## config.mk

```make
export PLATFORM = sky130hd
export DESIGN_NAME = psum_reducer
export DESIGN_NICKNAME = d
export VERILOG_FILES = /design/src/rtl/psum_pkg.sv /design/src/rtl/psum_lane_tree.sv /design/src/rtl/psum_slice_ctr.sv /design/src/rtl/psum_accum.sv /design/src/rtl/psum_reducer.sv
export SDC_FILE = /design/constraint.sdc
export NUM_CORES = 1
export LEC_CHECK = 0
export ABC_AREA = 1
export ABC_CLOCK_PERIOD_IN_PS = 2950
export BUFFER_PORTS_ARGS = -buffer_cell sky130_fd_sc_hd__buf_2
export CAP_MARGIN = 10
export CORE_MARGIN = 1.5
export CORE_UTILIZATION = 34
export DETAILED_ROUTE_END_ITERATION = 6
export SLEW_MARGIN = 20
export SYNTH_ARGS = -nofsm -noshare
export SYNTH_HDL_FRONTEND = slang
export SYNTH_SLANG_ARGS = --single-unit
export TNS_END_PERCENT = 100
```

## constraint.sdc

```tcl
create_clock -name clk -period 2.95 [get_ports clk]
set_input_delay 0.4425 -clock clk [delete_from_list [all_inputs] [get_ports clk]]
set_output_delay 0.4425 -clock clk [all_outputs]
set_load 0.01 [all_outputs]
```

## src/rtl/psum_pkg.sv

```systemverilog
// Shared helpers for the partial-sum reducer.
// Assumes: callers pass positive lane counts.
package psum_pkg;
    // Number of adder-tree levels needed to reduce n operands to one.
    function automatic int tree_levels(input int n);
        int lv;
        int cnt;
        lv  = 0;
        cnt = n;
        while (cnt > 1) begin
            cnt = (cnt + 1) / 2;
            lv++;
        end
        return lv;
    endfunction
endpackage

```

## src/rtl/psum_lane_tree.sv

```systemverilog
// Combinational balanced adder tree over LANES operands of WIDTH bits.
// Assumes: LANES >= 1. Sums wrap modulo 2^WIDTH. Unused tree slots are fed zero.
module psum_lane_tree #(
    parameter int LANES = 3,
    parameter int WIDTH = 11
) (
    input  logic [LANES*WIDTH-1:0] lanes,
    output logic [WIDTH-1:0]       total
);
    localparam int LEVELS = psum_pkg::tree_levels(LANES);
    localparam int SLOTS  = 1 << LEVELS;

    logic [WIDTH-1:0] node [LEVELS+1][SLOTS];

    // Leaf level: place lanes, pad the remaining slots with zero.
    for (genvar i = 0; i < SLOTS; i++) begin : g_leaf
        if (i < LANES) begin : g_used
            assign node[0][i] = lanes[i*WIDTH +: WIDTH];
        end else begin : g_pad
            assign node[0][i] = '0;
        end
    end

    // Pairwise reduction, one level per generate pass.
    for (genvar l = 0; l < LEVELS; l++) begin : g_lvl
        for (genvar j = 0; j < SLOTS; j++) begin : g_node
            if (j < (SLOTS >> (l + 1))) begin : g_add
                assign node[l+1][j] = node[l][2*j] + node[l][2*j+1];
            end else begin : g_idle
                assign node[l+1][j] = '0;
            end
        end
    end

    assign total = node[LEVELS][0];
endmodule

```

## src/rtl/psum_slice_ctr.sv

```systemverilog
// Counts slices within a group and flags the final one.
// Assumes: STEPS >= 1; counter wraps to zero after the final slice.
module psum_slice_ctr #(
    parameter int STEPS = 4
) (
    input  logic clk,
    input  logic rst_n,
    output logic last
);
    localparam int CW = (STEPS > 1) ? $clog2(STEPS) : 1;
    localparam logic [CW-1:0] LAST_IDX = CW'(STEPS - 1);

    logic [CW-1:0] idx;

    // Advance the slice index each cycle, wrapping at the group end.
    always_ff @(posedge clk) begin
        if (!rst_n)
            idx <= '0;
        else if (idx == LAST_IDX)
            idx <= '0;
        else
            idx <= idx + 1'b1;
    end

    assign last = (idx == LAST_IDX);


    idx_range_chk: assert property (@(posedge clk) disable iff (!rst_n)
        idx <= LAST_IDX);


    wrap_to_zero_chk: assert property (@(posedge clk) disable iff (!rst_n)
        last |=> (idx == '0));
endmodule

```

## src/rtl/psum_accum.sv

```systemverilog
// Running-total register across slices.
// Assumes: on the final slice the register reloads zero; otherwise it takes
// the stored total plus the slice sum.
module psum_accum #(
    parameter int WIDTH = 11
) (
    input  logic             clk,
    input  logic             rst_n,
    input  logic             last,
    input  logic [WIDTH-1:0] slice_sum,
    output logic [WIDTH-1:0] partial,
    output logic [WIDTH-1:0] running
);
    assign running = partial + slice_sum;

    // Hold the group's partial total, clearing on the final slice.
    always_ff @(posedge clk) begin
        if (!rst_n)
            partial <= '0;
        else if (last)
            partial <= '0;
        else
            partial <= running;
    end


    clear_after_last_chk: assert property (@(posedge clk) disable iff (!rst_n)
        last |=> (partial == '0));


    carry_forward_chk: assert property (@(posedge clk) disable iff (!rst_n)
        !last |=> (partial == $past(partial) + $past(slice_sum)));
endmodule

```

## src/rtl/psum_reducer.sv

```systemverilog
// Top: partially parallel sum reducer. LANES values per cycle, TOTAL per group.
// Assumes: TOTAL is a multiple of LANES; no downstream backpressure.
module psum_reducer #(
    parameter int TOTAL = 12,
    parameter int LANES = 3,
    parameter int WIDTH = 11
) (
    input  logic                   clk,
    input  logic                   rst_n,
    input  logic [LANES*WIDTH-1:0] in_data,
    output logic                   in_ready,
    output logic [WIDTH-1:0]       sum_out,
    output logic                   sum_valid
);
    localparam int STEPS = TOTAL / LANES;

    logic             last;
    logic [WIDTH-1:0] slice_sum;
    logic [WIDTH-1:0] partial;
    logic [WIDTH-1:0] running;

    psum_lane_tree #(.LANES(LANES), .WIDTH(WIDTH)) u_tree (
        .lanes (in_data),
        .total (slice_sum)
    );

    psum_slice_ctr #(.STEPS(STEPS)) u_ctr (
        .clk   (clk),
        .rst_n (rst_n),
        .last  (last)
    );

    psum_accum #(.WIDTH(WIDTH)) u_acc (
        .clk       (clk),
        .rst_n     (rst_n),
        .last      (last),
        .slice_sum (slice_sum),
        .partial   (partial),
        .running   (running)
    );

    // Present the running total; it is meaningful only on the final slice.
    always_comb begin
        sum_out   = running;
        sum_valid = last;
        in_ready  = 1'b1;
    end


    ready_high_chk: assert property (@(posedge clk) disable iff (!rst_n)
        in_ready);


    valid_spacing_chk: assert property (@(posedge clk) disable iff (!rst_n)
        (sum_valid && STEPS > 1) |=> !sum_valid);

    initial begin

        lanes_divide_chk: assert (TOTAL % LANES == 0);
    end
endmodule

```

After elaboration in Yosys (flattened, before gate mapping)
Cells that the tools add are included.

Flip-flop bits (word level): 13. Input bits: 35. Output and inout port bits: 13. Logic and storage cells: 9.

$add $sub $neg: 4. Eq/ne operators: 1. Bitwise gates (word level): 1. Reductions and logical operators: 1.

Operators by type and width (number): adder 11 bit (3); adder 2 x 1 -> 2 bit, second input constant (1); equality test 2 bit, second input constant (1); OR reduction 2 bit (1); inverter 1 bit (1).

Logic depth before layout (Yosys ltp)
Gate-level depths: netlist of run 1.

Depth in word-level cells: 3. Gate-level depth with buffers: 15. Gate-level depth less buffers: 15.

Modules after synthesis
A second synthesis of run 1 with hierarchy kept.

Cells, all modules: 262. Area total of the unflattened synthesis: 1717.9 um2.

By module, submodules not included: psum_accum (instances 1, cells an instance 142, area each 892.1 um2, seq. area each 220.2 um2); psum_lane_tree (instances 1, cells an instance 110, area each 743.2 um2, seq. area each 0.0 um2); psum_slice_ctr (instances 1, cells an instance 8, area each 71.3 um2, seq. area each 40.0 um2); psum_reducer (instances 1, cells an instance 2, area each 11.3 um2, seq. area each 0.0 um2).

Least setup slack after synthesis of run 1
Ideal clock, no wire load.

Path type: input to output. Start: in in_data[1]. End: out sum_out[7]. Data arrival time: 2.680 ns. Data required time: 2.508 ns. Slack: -0.173 ns. Cell stages on the path: 12. Path buffers: 0. Path through: inv_1 > fa_1 > fa_1 > inv_1 > ha_1 > inv_1 > fa_1 > nand3b_1 > nand2_1 > a21oi_1 > xor2_1 > inv_1.

Cells in the longest elaborated chain, start to end: 3.

Ends and longest elaborated chain: start, declared (RTL line psum_reducer.sv:10) `input logic [LANES*WIDTH-1:0] in_data,`; adder 11 bit (2 in a row) (RTL line psum_lane_tree.sv:28) `assign node[l+1][j] = node[l][2*j] + node[l][2*j+1];`; adder 11 bit (RTL line psum_accum.sv:14) `assign running = partial + slice_sum;`; end, declared (RTL line psum_reducer.sv:12) `output logic [WIDTH-1:0] sum_out,`.

No other way between the ends.

Worst setup path in the final report of run 1
Same ends and word-level chain as after synthesis.

==> results.sh, run 1 <==
export IMPL_r2r_end="u_acc.partial[4]"
export IMPL_hold_path_depth=1
export IMPL_core_area_um2=4380
export IMPL_post_route_period_util_pct=110
export IMPL_crit_path_start_kind="input pin"
export IMPL_arrival_ns=2.81
export IMPL_routed_via_density=4.14
export IMPL_grt_pass1_vias=1397
export IMPL_setup_viol=8
export IMPL_yosys_register_bits=13
export IMPL_grt_pass1_wl_mm=5.53
export IMPL_drcViolationCount=0
export IMPL_vias=1466
export IMPL_reg2reg_depth=14
export IMPL_final_cell_mix="75 x inv_1, 40 x buf_2, 37 x nand2_1, 22 x buf_4"
export IMPL_leakagePower_nw=1.40
export IMPL_utilization_pct=54.2
export IMPL_num_rows=24
export IMPL_min_from="u_ctr.idx[0]"
export IMPL_layout_drive_gt1_share_pct=41.1
export IMPL_fin_nets=369
export IMPL_grt_max_degree=14
export IMPL_syn_to_final_growth_pct=51.6
export IMPL_path_class="in -> out"
export IMPL_dieArea_um2=5020
export IMPL_num_io_pins=48
export IMPL_slew_headroom_pct=64.6
export IMPL_htreeDepth=1
export IMPL_synth_cells=228
export IMPL_cts_tree="built"
export IMPL_worstHoldEndpoint="u_ctr.idx[0]"
export IMPL_final_common_cell="inv_1"
export IMPL_end_kind="output pin"
export IMPL_synth_nets=294
export IMPL_worst_slack_ns=-0.302
export IMPL_ant_nets=0
export IMPL_tightest_slew_ns=0.529
export IMPL_syn_area_um2=1570
export IMPL_worst_path_max_delay_cell="fa_1"
export IMPL_start_util_pct=35.7
export IMPL_fin_setup_tns_ns=-1.71
export IMPL_irDropWorstVdd_mv=0.456
export IMPL_yosysUniqueCellTypes=20
export IMPL_antenna_found_initial=0
export IMPL_routed_wl_mm=3.35
export IMPL_clk_path_buf_depth=2
export IMPL_pre_cts_ws_ns=-0.426
export IMPL_hp_class="reg -> reg"
export IMPL_die_h_um=70.9
export IMPL_gp_congestion=0.747
export IMPL_grt_ovfl_total=0
export IMPL_numCtsBuffers=3
export IMPL_antenna_cells=0
export IMPL_r2r_start="u_acc.partial[3]"
export IMPL_required_ns=2.51
export IMPL_synth_warnings=0
export IMPL_portBuffers=46
export IMPL_synth_avg_cell_area_um2=6.87
export IMPL_routedWlPerCell_um=9.46
export IMPL_path_max_fanout=3
export IMPL_cts_hold_buffers=0
export IMPL_first_iter_violations=24
export IMPL_final_max_slew_viol_count=0
export IMPL_status="complete, but fails checks"
export IMPL_cts_clk_slew_worst_paths_ns=0.06
export IMPL_hold_violations=0
export IMPL_max_cap_violations=0
export IMPL_die_width_um=70.9
export IMPL_power_density_nw_per_um2=1240
export IMPL_seq_area_frac_synth_pct=16.6
export IMPL_path_common_cell="inv_2"
export IMPL_fmax_ghz=0.308
export IMPL_violations="negative setup slack"
export IMPL_p_total_mw=2.95
export IMPL_crit_chain="buf_6 > inv_2 > fa_1 > fa_1 > inv_2 > ha_4 > inv_2 > fa_2 > nand3b_1 > nand2_2 > a21oi_2 > xor2_1 > inv_1 > buf_2"
export IMPL_clkLatencyLatePin_ns=0.25
export IMPL_post_route_min_period_ns=3.25
export IMPL_ff2ff_setup_slack_ns=0.56
export IMPL_critical_path_max_stage_delay_ns=0.55
export IMPL_grt_util_all_layers_pct=13.5
export IMPL_cts_sinks=13
export IMPL_dp_hpwl_mm=2.50
export IMPL_fin_skew_ns=0.00356
export IMPL_first_pass_iters=6
export IMPL_root_buffer="clkbuf_8"
export IMPL_rsz0062_at_grt="yes"
-- critical path: cells and delay by family --
kind                     cells  cell delay (ns)
AO/OA/AOI/OAI                1             0.07
XOR/XNOR                     1             0.18
adder cells (fa/ha/maj)      4             1.44
AND/OR/NAND/NOR              2             0.28
buffers and inverters        6             0.40
-- stage by stage --
step | hold WS (ns) | std cells | area (um2)
final | 0.425 | 354 | 2370
after global routing | 0.440 | 354 | 2370
after CTS | 0.431 | 353 | 2250
after detailed placement | 0.422 | 338 | 1980
after floorplan | 0.399 | 228 | 1590
after global placement | 0.417 | 338 | 1980
-- layer usage --
| layer | vias up | wire length, um | track usage, % |
|---|---|---|---|
| met3 | 5 | 136 | 1.42 |
| met4 | 0 | 62 | 5.03 |
| li1 | 770 | - | - |
| met5 | - | 0 | 0 |
| met1 | 660 | 1400 | 16.2 |
| met2 | 31 | 1750 | 24.9 |
-- Yosys cell counts (all sizes together) --
| master | instances | area [um2] |
|---|---|---|
| xnor2 | 3 | 26.3 |
| xor2 | 2 | 17.5 |
| nand3 | 6 | 35.0 |
| clkbuf | 1 | 3.75 |
| a21oi | 7 | 35.0 |
| a21o | 1 | 7.51 |
| nand2 | 49 | 189 |
| dfxtp | 13 | 260 |
| buf | 1 | 7.51 |
| inv | 88 | 330 |
| o21bai | 2 | 15.0 |
| conb | 1 | 3.75 |
| or2 | 1 | 6.26 |
| fa | 20 | 400 |
| nand3b | 1 | 7.51 |
| ha | 11 | 138 |
| nor2 | 21 | 83.8 |
-- logic make-up (layout without fill, tap and decap cells) --
family                     after synthesis  in the layout  synth area share (%)
xor gates and xnor gates                 5              5                  2.80
DFF                                     13             13                  16.6
AOI/OAI and AO/OA                       10             10                  3.67
adders and majority gates               31             31                  34.3
and+or+nand+nor                         78             78                  20.5
other                                    1              1                 0.239
buffers and inverters                   90            164                  21.8
-- area by class of cell --
cell class                 instances  area (um2)
multi-input combinational        125        1190
inverter                          88         340
clock buffer                       4        45.0
fill                             425        2010
sequential                        13         260
timing repair buffer              72         478
tap                               52        65.1
-- worst max path at each step --
| stage | to | startpoint |
|---|---|---|
| finish | sum_out[7] | in_data[1] |
| global route | sum_out[7] | in_data[1] |
| CTS | sum_out[7] | in_data[1] |
| detailed placement | sum_out[7] | in_data[23] |
| global placement | sum_out[7] | in_data[23] |
| floorplan | sum_out[7] | in_data[23] |
-- power breakdown --
part	internal [mW]	switching (mW)	total [mW]
combinational	1.33	1.20	2.53
clock	0.0957	0.0709	0.167
sequential	0.240	0.0159	0.256
total	1.67	1.28	2.95
-- state kept, by name (all words and copies together), names as in the netlist --
signal	cells
u_ctr.idx	2
u_acc.partial	11
-- repair_timing --
item / CTS / global route
setup endpoints to repair: 9 / 10
setup buffers: 12 / 2
pin swaps: 9 / 13
gates resized for setup: 30 / 25
No activity file was read; power rests on OpenSTA's default activity.
==> run 2: changes to the inputs <==
CELL_PAD_IN_SITES_DETAIL_PLACEMENT = 0   (was unset)
CELL_PAD_IN_SITES_GLOBAL_PLACEMENT = 1   (was unset)
CORE_UTILIZATION = 32   (was 34)
PLACE_DENSITY_LB_ADDON = 0.2   (was unset)
==> run 2 against run 1 <==
Against the previous run:
- the run still ends with negative setup slack left
- highest routed layer unchanged
- clock-buffer cell count fell by 1
- combinational power fell by 17%
- first-iteration DRC count fell by 50%
- largest power group unchanged
- cell count rose by 3.1%
- die area rose by 6.0%
- global-route usage fell by 1.2 points
- utilization fell by 5.7 points
- critical endpoint unchanged
- clock skew fell by 0.00063 ns
- non-clock buffer count fell by 4
- sequential share of layout area rose by 0.41 points
- final area fell by 3.6%
- power fell by 14%
==> results.sh, run 2 (synthesis gave the netlist of run 1 again) <==
export IMPL_cts_clk_slew_worst_paths_ns=0.07
export IMPL_post_route_period_util_pct=111
export IMPL_tightest_slew_ns=0.539
export IMPL_die_h_um=73.0
export IMPL_final_common_cell="inv_1"
export IMPL_grt_ovfl_total=0
export IMPL_hold_violations=0
export IMPL_vias=1441
export IMPL_power_density_nw_per_um2=1110
export IMPL_dp_hpwl_mm=2.44
export IMPL_crit_path_start_kind="input pin"
export IMPL_end_kind="output pin"
export IMPL_fin_nets=365
export IMPL_cts_hold_buffers=0
export IMPL_antenna_cells=0
export IMPL_setup_viol=8
export IMPL_max_cap_violations=0
export IMPL_routed_via_density=3.95
export IMPL_hp_class="reg -> reg"
export IMPL_routedWlPerCell_um=8.24
export IMPL_clkLatencyLatePin_ns=0.25
export IMPL_grt_util_all_layers_pct=12.3
export IMPL_cts_sinks=13
export IMPL_start_util_pct=33.2
export IMPL_htreeDepth=1
export IMPL_path_class="in -> out"
export IMPL_root_buffer="clkbuf_8"
export IMPL_final_max_slew_viol_count=0
export IMPL_antenna_found_initial=0
export IMPL_utilization_pct=48.5
export IMPL_gp_congestion=0.750
export IMPL_holdWs_ns=0.427
export IMPL_met1_usage_pct=15.2
export IMPL_arrival_ns=2.83
export IMPL_grtUsageMet2_pct=21.7
export IMPL_required_ns=2.51
export IMPL_fmax_ghz=0.305
export IMPL_num_rows=25
export IMPL_fin_setup_tns_ns=-1.79
export IMPL_portBuffers=46
export IMPL_rsz0062_at_grt="yes"
export IMPL_ant_nets=0
export IMPL_num_io_pins=48
export IMPL_largest_reg_flops=11
export IMPL_first_pass_iters=2
export IMPL_slew_headroom_pct=64.0
export IMPL_grt_max_degree=14
export IMPL_reg_top3="u_acc.partial: 11 flops, u_ctr.idx: 2 flops"
export IMPL_worst_slack_ns=-0.324
export IMPL_dieArea_um2=5320
export IMPL_grt_pass1_vias=1309
export IMPL_status="complete, but fails checks"
export IMPL_p_total_mw=2.53
export IMPL_layout_drive_gt1_share_pct=36.6
export IMPL_leakagePower_nw=1.38
export IMPL_final_cell_mix="79 x inv_1, 42 x nand2_1, 39 x buf_2, 20 x buf_4, 19 x nor2_1"
export IMPL_fin_skew_ns=0.00293
export IMPL_busiest_layer="met2"
export IMPL_core_area_um2=4720
export IMPL_cts_tree="built"
export IMPL_first_iter_violations=12
export IMPL_syn_to_final_growth_pct=46.1
export IMPL_clk_path_buf_depth=2
export IMPL_violations="negative setup slack"
export IMPL_regMostFlops="u_acc.partial"
export IMPL_path_max_fanout=3
export IMPL_grt_pass1_wl_mm=5.12
export IMPL_irDropWorstVdd_mv=0.397
export IMPL_numCtsBuffers=3
export IMPL_routed_wl_mm=3.01
export IMPL_pre_cts_ws_ns=-0.444
export IMPL_post_route_min_period_ns=3.27
export IMPL_die_width_um=73.0
export IMPL_drcViolationCount=0
export IMPL_grt_util_met3_pct=1.52
run 2: stage by stage:
stage                     std cells  area (um2)
after detailed placement        353        2000
after floorplan                 228        1590
after global placement          353        2000
final                           365        2290
after global routing            365        2290
after CTS                       369        2250
run 2: final timing paths:
check	from	to	cells past startpoint	slack (ns)
worst min-delay path	u_ctr.idx[0]	u_ctr.idx[0]	1	0.43
worst min register to register	u_ctr.idx[0]	u_ctr.idx[0]	1	0.43
worst max register to register	u_acc.partial[1]	u_acc.partial[9]	14	0.59
worst max-delay path	in_data[1]	sum_out[7]	14	-0.32
run 2: cell type report:
class / instances / area, um2
multi-input cells: 125 / 1110
clock inverters: 1 / 5.00
inverters: 88 / 338
fillers: 494 / 2430
repair buffers: 68 / 447
flip-flops and latches: 13 / 260
well taps: 67 / 83.8
clock buffers: 3 / 41.3
run 2: per-layer routing:
metal  wire length, um  part of all wire (%)
met3                97                   3.2
met1              1360                    45
met4                49                   1.6
met5                 0                     0
met2              1500                    50
run 2: critical path, cell delays in order:
cell	delay [ns]
buf_6	0.07
inv_2	0.03
fa_1	0.55
fa_1	0.41
inv_1	0.07
ha_2	0.18
inv_2	0.04
fa_2	0.33
nand3b_1	0.17
nand2_2	0.10
a21oi_2	0.06
xor2_1	0.19
inv_1	0.06
buf_2	0.13
run 2: power by group:
| group | switching [mW] | leakage, nW | internal [mW] |
|---|---|---|---|
| clock network | 0.0804 | 0.0255 | 0.0937 |
| registers | 0.0153 | 0.108 | 0.240 |
| logic | 1.04 | 1.25 | 1.06 |
| total | 1.14 | 1.38 | 1.39 |
run 2: timing repair:
item                                    CTS  global route
setup buffers                            13             2
endpoints found under the setup margin    9            10
gates resized for setup                  21            17
pin swaps                                11             8
==> run 3: changes to the inputs <==
SKIP_CTS_REPAIR_TIMING = 1   (was unset)
==> run 3 against run 2 <==
Against the previous run:
- the run still ends with negative setup slack left
- wire length fell by 3.1%
- sequential share of layout area increased by 0.24 points
- clock power about the same
- critical path type unchanged
- critical endpoint unchanged
==> results.sh, run 3 (synthesis gave the netlist of run 1 again) <==
export IMPL_status="complete, but fails checks"
export IMPL_violations="negative setup slack"
export IMPL_root_buffer="clkbuf_8"
export IMPL_fin_skew_ns=0.00305
export IMPL_tightest_slew_ns=0.508
export IMPL_antenna_cells=0
export IMPL_ant_nets=0
export IMPL_regMostFlops="u_acc.partial"
export IMPL_stdcell_count=360
export IMPL_portBuffers=46
export IMPL_routed_via_density=3.96
export IMPL_path_class="in -> out"
export IMPL_largest_reg_flops=11
export IMPL_utilization_pct=47.4
export IMPL_num_io_pins=48
export IMPL_grt_pass1_vias=1211
export IMPL_power_density_nw_per_um2=1090
export IMPL_grt_util_all_layers_pct=11.4
export IMPL_crit_path_start_kind="input pin"
export IMPL_reg_top3="u_acc.partial: 11 flops, u_ctr.idx: 2 flops"
export IMPL_hp_class="reg -> reg"
export IMPL_fin_area_um2=2240
export IMPL_syn_to_final_growth_pct=43.1
export IMPL_grt_ovfl_total=0
export IMPL_clk_path_buf_depth=2
export IMPL_end_kind="output pin"
export IMPL_routedWlPerCell_um=8.10
export IMPL_first_iter_violations=25
export IMPL_cts_sinks=13
export IMPL_path_max_fanout=3
export IMPL_setup_viol=8
export IMPL_fmax_ghz=0.305
export IMPL_leakagePower_nw=1.35
export IMPL_worst_slack_ns=-0.329
export IMPL_final_common_cell="inv_1"
export IMPL_die_width_um=73.0
export IMPL_fin_nets=360
export IMPL_dp_hpwl_mm=2.44
export IMPL_numCtsBuffers=3
export IMPL_p_total_mw=2.45
export IMPL_post_route_period_util_pct=111
export IMPL_gp_congestion=0.750
export IMPL_hold_violations=0
export IMPL_grt_max_degree=14
export IMPL_max_cap_violations=0
export IMPL_layout_drive_gt1_share_pct=35.5
export IMPL_dieArea_um2=5320
export IMPL_first_pass_iters=2
export IMPL_required_ns=2.51
export IMPL_holdWs_ns=0.427
export IMPL_antenna_found_initial=0
export IMPL_core_area_um2=4720
export IMPL_num_rows=25
export IMPL_fin_setup_tns_ns=-1.66
export IMPL_post_route_min_period_ns=3.28
export IMPL_final_max_slew_viol_count=0
export IMPL_arrival_ns=2.84
export IMPL_htreeDepth=1
export IMPL_placed_cells=353
export IMPL_pre_cts_ws_ns=-0.444
export IMPL_routed_wl_mm=2.92
export IMPL_clkLatencyLatePin_ns=0.25
export IMPL_irDropWorstVdd_mv=0.386
export IMPL_cts_tree="built"
export IMPL_cts_clk_slew_worst_paths_ns=0.07
export IMPL_final_cell_mix="79 x inv_1, 41 x nand2_1, 39 x buf_2, 19 x nor2_1, 18 x fa_1"
export IMPL_grt_pass1_wl_mm=4.73
export IMPL_rsz0062_at_grt="yes"
export IMPL_start_util_pct=33.2
export IMPL_drcViolationCount=0
export IMPL_slew_headroom_pct=66.0
export IMPL_vias=1427
export IMPL_place_area_um2=2000
export IMPL_die_h_um=73.0
==> run 3: cell count changes in the layout (fill, tap and decap cells not counted), sizes merged <==
cell | previous run | this run
buf | 68 | 63
==> run 3: where the power goes <==
group	internal (mW)	leakage, nW	switching (mW)	total (mW)
sequential	0.240	0.108	0.0153	0.255
combinational	1.01	1.22	1.02	2.02
clock	0.0937	0.0255	0.0808	0.174
total	1.34	1.35	1.11	2.45
==> run 3: path summary, 6_finish.rpt <==
path                            slack, ns             start           endpoint  cells after the start
worst max-delay path                -0.33        in_data[1]         sum_out[7]                     14
worst min register to register       0.43      u_ctr.idx[0]       u_ctr.idx[0]                      1
worst max register to register       0.80  u_acc.partial[4]  u_acc.partial[10]                     14
worst min-delay path                 0.43      u_ctr.idx[0]       u_ctr.idx[0]                      1
==> run 3: final cells by class <==
cell class              instances  area [um2]
inverters                      88         340
flip-flops and latches         13         260
fillers                       503        2480
clock inverters                 1        5.00
repair buffers                 63         405
clock buffers                   3        41.3
multi-input cells             125        1100
well taps                      67        83.8
==> run 3: worst max-delay path: stages <==
cell and delay (ns):
buf_8 0.07, inv_4 0.02, fa_1 0.55, fa_1 0.41
inv_1 0.07, ha_2 0.18, inv_2 0.04, fa_2 0.33
nand3b_1 0.17, nand2_2 0.10, a21oi_2 0.06, xor2_1 0.19
inv_1 0.06, buf_2 0.13
==> run 3: per-layer routing <==
| layer | wire length [um] | track usage (%) | part of all wire [%] | vias to the layer above |
|---|---|---|---|---|
| met3 | 103 | 1.52 | 3.5 | 4 |
| met5 | 0 | 0 | 0 | - |
| met2 | 1410 | 19.7 | 48 | 27 |
| met1 | 1350 | 14.2 | 46 | 643 |
| met4 | 49 | 5.03 | 1.7 | 0 |
| li1 | - | - | - | 753 |
